==> src/rtl/rdo_pkg.sv <==
package rdo_pkg;
  localparam int IDX_W = 8;

  typedef struct packed {
    logic             wordValid;
    logic             swapNow;
    logic [IDX_W-1:0] grantIdx;
  } rdoStrobe_t;
endpackage

==> src/rtl/rdo_ctrl.sv <==
module rdo_ctrl
  import rdo_pkg::*;
#(
  parameter int NCH        = 16,
  parameter int PW         = 4,
  parameter int EVT_WORDS  = 32,
  parameter int SPILL_CLKS = 1250000,
  localparam int TW = $clog2(SPILL_CLKS),
  localparam int BW = (EVT_WORDS > 1) ? $clog2(EVT_WORDS) : 1
) (
  input  logic             clk,
  input  logic             rstN,
  input  logic [NCH*PW-1:0] chanPrio,
  input  logic [NCH-1:0]   chanCrit,
  input  logic             rdReady,
  output logic [NCH-1:0]   grant,
  output logic [TW-1:0]    spillTime,
  output rdoStrobe_t       str
);
  logic             busy;
  logic [BW-1:0]    beat;
  logic [IDX_W-1:0] curIdx;
  logic             pend;
  logic [IDX_W-1:0] winIdx;
  logic [PW-1:0]    winPrio;
  logic             swapNow, startXfer, spillEnd;

  // Strictly-greater scan from channel 0 upward keeps the lowest index on ties.
  always_comb begin
    winIdx  = '0;
    winPrio = '0;
    for (int i = 0; i < NCH; i++) begin
      if (chanPrio[i*PW +: PW] > winPrio) begin
        winPrio = chanPrio[i*PW +: PW];
        winIdx  = IDX_W'(i);
      end
    end
  end

  assign spillEnd  = (spillTime == TW'(SPILL_CLKS - 1));
  assign swapNow   = pend && !(|chanCrit) && !busy && !rdReady;
  assign startXfer = !busy && !swapNow && (winPrio != '0);

  always_ff @(posedge clk) begin
    if (!rstN) begin
      spillTime <= '0;
      pend      <= 1'b0;
    end else begin
      spillTime <= spillEnd ? '0 : spillTime + 1'b1;
      if (spillEnd)     pend <= 1'b1;
      else if (swapNow) pend <= 1'b0;
    end
  end

  always_ff @(posedge clk) begin
    if (!rstN) begin
      busy   <= 1'b0;
      beat   <= '0;
      curIdx <= '0;
    end else if (startXfer) begin
      busy   <= 1'b1;
      beat   <= '0;
      curIdx <= winIdx;
    end else if (busy) begin
      if (beat == BW'(EVT_WORDS - 1)) busy <= 1'b0;
      beat <= beat + 1'b1;
    end
  end

  for (genvar g = 0; g < NCH; g++) begin : gGrant
    assign grant[g] = busy && (curIdx == IDX_W'(g));
  end

  assign str.wordValid = busy;
  assign str.swapNow   = swapNow;
  assign str.grantIdx  = curIdx;

  // single grant, held unchanged through a transfer
  a_r1_onehot: assert property (@(posedge clk) disable iff (!rstN) $onehot0(grant));
  a_r1_hold: assert property (@(posedge clk) disable iff (!rstN)
    ((|grant) && (|$past(grant))) |-> (grant == $past(grant)));
  // timer steps by one and wraps at the spill length
  a_r4_step: assert property (@(posedge clk) disable iff (!rstN)
    (spillTime != TW'(SPILL_CLKS - 1)) |=> (spillTime == TW'($past(spillTime) + 1'b1)));
  a_r4_wrap: assert property (@(posedge clk) disable iff (!rstN)
    (spillTime == TW'(SPILL_CLKS - 1)) |=> (spillTime == '0));
endmodule

==> src/rtl/rdo_dp.sv <==
module rdo_dp
  import rdo_pkg::*;
#(
  parameter int NCH   = 16,
  parameter int DW    = 32,
  parameter int DEPTH = 8192,
  localparam int AW = $clog2(DEPTH)
) (
  input  logic              clk,
  input  logic              rstN,
  input  logic [NCH*DW-1:0] chanData,
  input  logic              hostAck,
  input  rdoStrobe_t        str,
  output logic              memWrEn,
  output logic              memWrBank,
  output logic [AW-1:0]     memWrAddr,
  output logic [DW-1:0]     memWrData,
  output logic              rdReady,
  output logic              rdBank,
  output logic [AW:0]       rdCount,
  output logic              memFull
);
  logic [AW:0] wrCount;

  assign memFull   = (wrCount == (AW+1)'(DEPTH));
  assign memWrEn   = str.wordValid && !memFull;
  assign memWrAddr = wrCount[AW-1:0];
  assign rdBank    = ~memWrBank;

  always_comb begin
    memWrData = '0;
    for (int i = 0; i < NCH; i++) begin
      if (str.grantIdx == IDX_W'(i)) memWrData = chanData[i*DW +: DW];
    end
  end

  always_ff @(posedge clk) begin
    if (!rstN) begin
      wrCount   <= '0;
      memWrBank <= 1'b0;
      rdReady   <= 1'b0;
      rdCount   <= '0;
    end else if (str.swapNow) begin
      memWrBank <= ~memWrBank;
      rdCount   <= wrCount;
      rdReady   <= 1'b1;
      wrCount   <= '0;
    end else begin
      if (memWrEn) wrCount <= wrCount + 1'b1;
      if (hostAck) rdReady <= 1'b0;
    end
  end

  // the memories never swap in the middle of a transfer
  a_r5_swap_idle: assert property (@(posedge clk) disable iff (!rstN)
    (memWrBank != $past(memWrBank)) |-> !$past(str.wordValid));
  // no swap while the host still holds the ready memory
  a_r6_no_swap_reading: assert property (@(posedge clk) disable iff (!rstN)
    (memWrBank != $past(memWrBank)) |-> !$past(rdReady));
  // every swap raises ready
  a_r7_ready_on_swap: assert property (@(posedge clk) disable iff (!rstN)
    (memWrBank != $past(memWrBank)) |-> rdReady);
  // a full memory takes no writes
  a_r8_full_no_write: assert property (@(posedge clk) disable iff (!rstN)
    memFull |-> !memWrEn);
endmodule

==> src/rtl/rdo_arbiter.sv <==
module rdo_arbiter
  import rdo_pkg::*;
#(
  parameter int NCH        = 16,
  parameter int PW         = 4,
  parameter int DW         = 32,
  parameter int DEPTH      = 8192,
  parameter int EVT_WORDS  = 32,
  parameter int SPILL_CLKS = 1250000,
  localparam int AW = $clog2(DEPTH),
  localparam int TW = $clog2(SPILL_CLKS)
) (
  input  logic              clk,
  input  logic              rstN,
  input  logic [NCH*PW-1:0] chanPrio,
  input  logic [NCH-1:0]    chanCrit,
  input  logic [NCH*DW-1:0] chanData,
  input  logic              hostAck,
  output logic [NCH-1:0]    grant,
  output logic              memWrEn,
  output logic              memWrBank,
  output logic [AW-1:0]     memWrAddr,
  output logic [DW-1:0]     memWrData,
  output logic [TW-1:0]     spillTime,
  output logic              rdReady,
  output logic              rdBank,
  output logic [AW:0]       rdCount,
  output logic              memFull
);
  rdoStrobe_t str;

  rdo_ctrl #(
    .NCH(NCH), .PW(PW), .EVT_WORDS(EVT_WORDS), .SPILL_CLKS(SPILL_CLKS)
  ) uCtrl (
    .clk(clk), .rstN(rstN), .chanPrio(chanPrio), .chanCrit(chanCrit),
    .rdReady(rdReady), .grant(grant), .spillTime(spillTime), .str(str)
  );

  rdo_dp #(
    .NCH(NCH), .DW(DW), .DEPTH(DEPTH)
  ) uDp (
    .clk(clk), .rstN(rstN), .chanData(chanData), .hostAck(hostAck), .str(str),
    .memWrEn(memWrEn), .memWrBank(memWrBank), .memWrAddr(memWrAddr),
    .memWrData(memWrData), .rdReady(rdReady), .rdBank(rdBank),
    .rdCount(rdCount), .memFull(memFull)
  );
endmodule

==> config.mk <==
export PLATFORM = sky130hd
export DESIGN_NAME = rdo_arbiter
export DESIGN_NICKNAME = d
export VERILOG_FILES = /design/src/rtl/rdo_pkg.sv /design/src/rtl/rdo_ctrl.sv /design/src/rtl/rdo_dp.sv /design/src/rtl/rdo_arbiter.sv
export SDC_FILE = /design/constraint.sdc
export NUM_CORES = 1
export LEC_CHECK = 0
export ABC_AREA = 1
export CORE_AREA = 5 5 264 266
export CTS_BUF_LIST = sky130_fd_sc_hd__clkbuf_4 sky130_fd_sc_hd__clkbuf_8
export CTS_CLUSTER_DIAMETER = 200
export DETAILED_ROUTE_END_ITERATION = 8
export DIE_AREA = 0 0 269 271
export DONT_BUFFER_PORTS = 1
export PLACE_DENSITY = 0.4
export REMOVE_ABC_BUFFERS = 1
export SLEW_MARGIN = 20
export SYNTH_ARGS = -nofsm -noshare
export SYNTH_HDL_FRONTEND = slang
export SYNTH_HIERARCHICAL = 1
export SYNTH_SLANG_ARGS = --single-unit
==> constraint.sdc <==
create_clock -name clk -period 17.92 [get_ports clk]
set_input_delay 2.688 -clock clk [delete_from_list [all_inputs] [get_ports clk]]
set_output_delay 2.688 -clock clk [all_outputs]
set_load 0.05 [all_outputs]
==> flow_summary.html <==
<table>
<tr><th>Metric</th><th>Value</th></tr>
<tr><th colspan="2">Outcome</th></tr>
<tr><td>Run status</td><td>finished, final reports clean</td></tr>
<tr><th colspan="2">Cells and area</th></tr>
<tr><td>Final Util</td><td>17.9%</td></tr>
<tr><td>Final-stage net count</td><td>2534</td></tr>
<tr><td>FILL cells</td><td>7939</td></tr>
<tr><td>Layout Area Growth over Synthesis</td><td>13.0%</td></tr>
<tr><td>Share of post-route cells with drive strength above 1</td><td>14.9%</td></tr>
<tr><th colspan="2">CTS</th></tr>
<tr><td>Worst skew pair latency</td><td>340 ps</td></tr>
<tr><td>Clock Path Buffers</td><td>2</td></tr>
<tr><td>Clock-pin slew of the registers on the worst-case setup and hold paths</td><td>80 ps</td></tr>
<tr><td>Clock buffer count from CTS</td><td>9</td></tr>
<tr><td>Clock sink count</td><td>62</td></tr>
<tr><td>Library cell used as clock root buffer</td><td>sky130_fd_sc_hd__clkbuf_8</td></tr>
<tr><td># H-tree levels</td><td>3</td></tr>
<tr><td>CTS tree</td><td>done</td></tr>
<tr><th colspan="2">Synth</th></tr>
<tr><td>Distinct cells, synth</td><td>41</td></tr>
<tr><td>Portion of the post-synthesis area used by sequential elements</td><td>11.8%</td></tr>
<tr><td>Mapped Area</td><td>10600 sq um</td></tr>
<tr><td>Cell type with the largest total area after synthesis</td><td>sky130_fd_sc_hd__nand2_1</td></tr>
<tr><td>Most used flip-flop cell after synthesis</td><td>sky130_fd_sc_hd__dfxtp_1</td></tr>
<tr><td>Number of enable flip-flop cells after synthesis</td><td>0</td></tr>
<tr><td>Synthesized area divided by synthesized cell count</td><td>5.45 sq um</td></tr>
<tr><td>Area share of the leading cell type in the synthesized netlist</td><td>21.2%</td></tr>
<tr><td>Syn Inst Count</td><td>1936</td></tr>
<tr><td>Proportion of synthesized flip-flops having asynchronous set or reset</td><td>0%</td></tr>
<tr><td>Main area contributors after synthesis</td><td>sky130_fd_sc_hd__nand2_1 (21%), sky130_fd_sc_hd__dfxtp_1 (12%), sky130_fd_sc_hd__nand3_1 (9.8%), sky130_fd_sc_hd__inv_1 (7.9%), sky130_fd_sc_hd__nor2_1 (6.3%)</td></tr>
<tr><td>Top cells by count, synth</td><td>sky130_fd_sc_hd__nand2_1 (597), sky130_fd_sc_hd__inv_1 (221), sky130_fd_sc_hd__nand3_1 (207), sky130_fd_sc_hd__nor2_1 (176), sky130_fd_sc_hd__nand4_1 (94)</td></tr>
<tr><td>Most used standard cell by instance count after synthesis</td><td>sky130_fd_sc_hd__nand2_1</td></tr>
<tr><td>Yosys reg bits</td><td>62</td></tr>
<tr><td>Yosys warns</td><td>6</td></tr>
<tr><th colspan="2">Worst hold path</th></tr>
<tr><td>Hold Crit Class</td><td>flip-flop to flip-flop</td></tr>
<tr><th colspan="2">GRT</th></tr>
<tr><td>Antenna violations before repair</td><td>17</td></tr>
<tr><td>Pin count of the biggest net entering global routing</td><td>78</td></tr>
<tr><td>Overflow left after global routing</td><td>0</td></tr>
<tr><td>Wire length of the first global-routing pass</td><td>93.4 mm</td></tr>
<tr><td>Via count of the first global-routing pass</td><td>12400</td></tr>
<tr><td>Global routing usage summed across all routing layers</td><td>17.8%</td></tr>
<tr><th colspan="2">Timing</th></tr>
<tr><td>Hold Fails Final Rpt</td><td>0</td></tr>
<tr><td>Fmax</td><td>59.8 MHz</td></tr>
<tr><td>Min Clock Period, post-route</td><td>16730 ps</td></tr>
<tr><td>Minimum hold slack</td><td>482 ps</td></tr>
<tr><td>Final critical-path share of the clock period</td><td>93.4%</td></tr>
<tr><td>Transition time at the pin with the least slew margin</td><td>1080 ps</td></tr>
<tr><td>Max Slew Vio Count</td><td>0</td></tr>
<tr><td>Setup-violating endpoint count in the final report</td><td>0</td></tr>
<tr><td>Slew HR</td><td>27.7%</td></tr>
<tr><td>Clock Skew</td><td>14.8 ps</td></tr>
<tr><th colspan="2">Critical path</th></tr>
<tr><td>Maximum fanout count along the critical path</td><td>10</td></tr>
<tr><td>Endpoint kind of the worst setup timing path</td><td>flip-flop</td></tr>
<tr><td>Arrival time at the worst endpoint</td><td>17000 ps</td></tr>
<tr><td>Type of the worst setup path</td><td>primary input to flip-flop</td></tr>
<tr><td>Standard cell with the maximum stage delay on the critical path</td><td>sky130_fd_sc_hd__ha_1</td></tr>
<tr><td>Buffers and inverters on the worst path</td><td>8</td></tr>
<tr><td>Worst path required time</td><td>18190 ps</td></tr>
<tr><td>Cell type group with the largest total delay on the critical path</td><td>simple AND/OR/NAND/NOR gates</td></tr>
<tr><td>Critical Path Most Common Cell</td><td>sky130_fd_sc_hd__nand2_1</td></tr>
<tr><td>CP Launch Type</td><td>primary input</td></tr>
<tr><td>Crit-path max cell delay</td><td>320 ps</td></tr>
<tr><th colspan="2">Route</th></tr>
<tr><td>Final wirelength</td><td>70.6 mm</td></tr>
<tr><td>Post-route antenna net violation count</td><td>0</td></tr>
<tr><td>Router iterations before antenna repair</td><td>7</td></tr>
<tr><td>Vias per inst</td><td>4.52</td></tr>
<tr><td>WL per Instance</td><td>25.3 um</td></tr>
<tr><td>Violation count after the first detailed-route iteration</td><td>739</td></tr>
<tr><td>Detailed-route DRC error count</td><td>0</td></tr>
<tr><td>Routed vias</td><td>12600</td></tr>
<tr><th colspan="2">Die</th></tr>
<tr><td>Core Box Area</td><td>66800 sq um</td></tr>
<tr><td>Effective utilization at floorplan</td><td>15.8%</td></tr>
<tr><td>Total die area</td><td>72900 sq um</td></tr>
<tr><td>Die Height</td><td>271 um</td></tr>
<tr><td>Die Span X</td><td>269 um</td></tr>
<tr><td>Ports placed on the boundary</td><td>696</td></tr>
<tr><td>Row cnt</td><td>95</td></tr>
<tr><th colspan="2">Place</th></tr>
<tr><td>Global placement routability congestion</td><td>0.953</td></tr>
<tr><td>Post-detailed-placement half-perimeter wirelength</td><td>60.2 mm</td></tr>
<tr><td>IO buf count</td><td>0</td></tr>
<tr><th colspan="2">Flow run</th></tr>
<tr><td>Reported max-cap violation count</td><td>0</td></tr>
</table>
## layout make-up
cell class | count | area [sq um] | area share, %
inverters | 260 | 976 | 8.18
repair buffers | 28 | 210 | 1.76
diodes | 11 | 27.5 | 0.231
clock inverters | 3 | 20.0 | 0.168
clock buffers | 12 | 159 | 1.33
multi-input cells | 1538 | 8200 | 68.8
flip-flops and latches | 62 | 1240 | 10.4
well taps | 873 | 1090 | 9.16
## layout by cell type (no fill, tap or decap), types with 20 or more instances in the layout
| master | netlist | final |
|---|---|---|
| sky130_fd_sc_hd__inv_2 | 30 | 32 |
| sky130_fd_sc_hd__nand4_1 | 94 | 94 |
| sky130_fd_sc_hd__o21ai_0 | 53 | 38 |
| sky130_fd_sc_hd__nand2_4 | 26 | 20 |
| sky130_fd_sc_hd__or2_2 | 28 | 28 |
| sky130_fd_sc_hd__a21oi_1 | 57 | 56 |
| sky130_fd_sc_hd__ha_1 | 40 | 37 |
| sky130_fd_sc_hd__dfxtp_1 | 62 | 62 |
| sky130_fd_sc_hd__inv_1 | 221 | 219 |
| sky130_fd_sc_hd__nor2_1 | 176 | 171 |
| sky130_fd_sc_hd__nor3_1 | 39 | 30 |
| sky130_fd_sc_hd__nand3_1 | 207 | 207 |
| sky130_fd_sc_hd__nand2_1 | 597 | 593 |
| sky130_fd_sc_hd__nand2_2 | 69 | 70 |
| sky130_fd_sc_hd__buf_4 | 23 | 28 |
| sky130_fd_sc_hd__nor2_4 | 14 | 20 |
## through the flow
stage	std cells	TNS [ps]	cell area, sq um	worst slack, ps
after detailed placement	2750	0	11500	39.9
final	2787	0	11900	1190
after floorplan	1859	0	10100	1810
after CTS	2765	0	11600	361
after global placement	2750	0	11500	252
after global routing	2786	-218	11900	-41.4
## cell families after synthesis
group	share of synthesized area, %
other cells	0.0355
mux	0.190
simple gates	62.0
xor+xnor	0.913
compound gates	6.96
buf+inv	13.4
flops	11.8
fa+ha+maj	4.74
## worst register-to-register path, delay by kind of cell (launching register included)
kind	cells	cell delay [ps]
AND/OR/NAND/NOR	9	1610
flip-flops	1	710
buffers and inverters	2	170
AO/OA/AOI/OAI	2	320
adder cells (fa/ha/maj)	1	270
## flip-flops by register name (all words and copies together) (netlist names)
register,count
uDp/rdCount,14
uDp/rdReady,1
uCtrl/beat,5
uDp/wrCount,14
uCtrl/curIdx,4
uDp/memWrBank,1
uCtrl/busy,1
uCtrl/pend,1
uCtrl/spillTime,21
## per-layer routing
| metal | wire, um | track usage (%) |
|---|---|---|
| met5 | 52 | 0 |
| met4 | 2490 | 7.08 |
| met3 | 5970 | 4.67 |
| met2 | 34900 | 31.4 |
| met1 | 27200 | 20.4 |
## final timing paths
check | startpoint | endpoint | slack, ps | depth (start not counted)
min | uCtrl/pend | uCtrl/pend | 480 | 2
min reg2reg | uCtrl/pend | uCtrl/pend | 480 | 2
max | chanPrio[3] | uCtrl/beat[4] | 1190 | 123
max reg2reg | uCtrl/spillTime[0] | uCtrl/spillTime[20] | 14780 | 14
## timing repair
action,4_1_cts,5_1_grt
buffers inserted,0,10
endpoints found under the setup margin,0,10
resized for setup,0,45
hold buffers,0,0
Power is left out: the tool's default activity adds up to more than one toggle a clock period on the data nets, which glitch-free logic cannot reach.
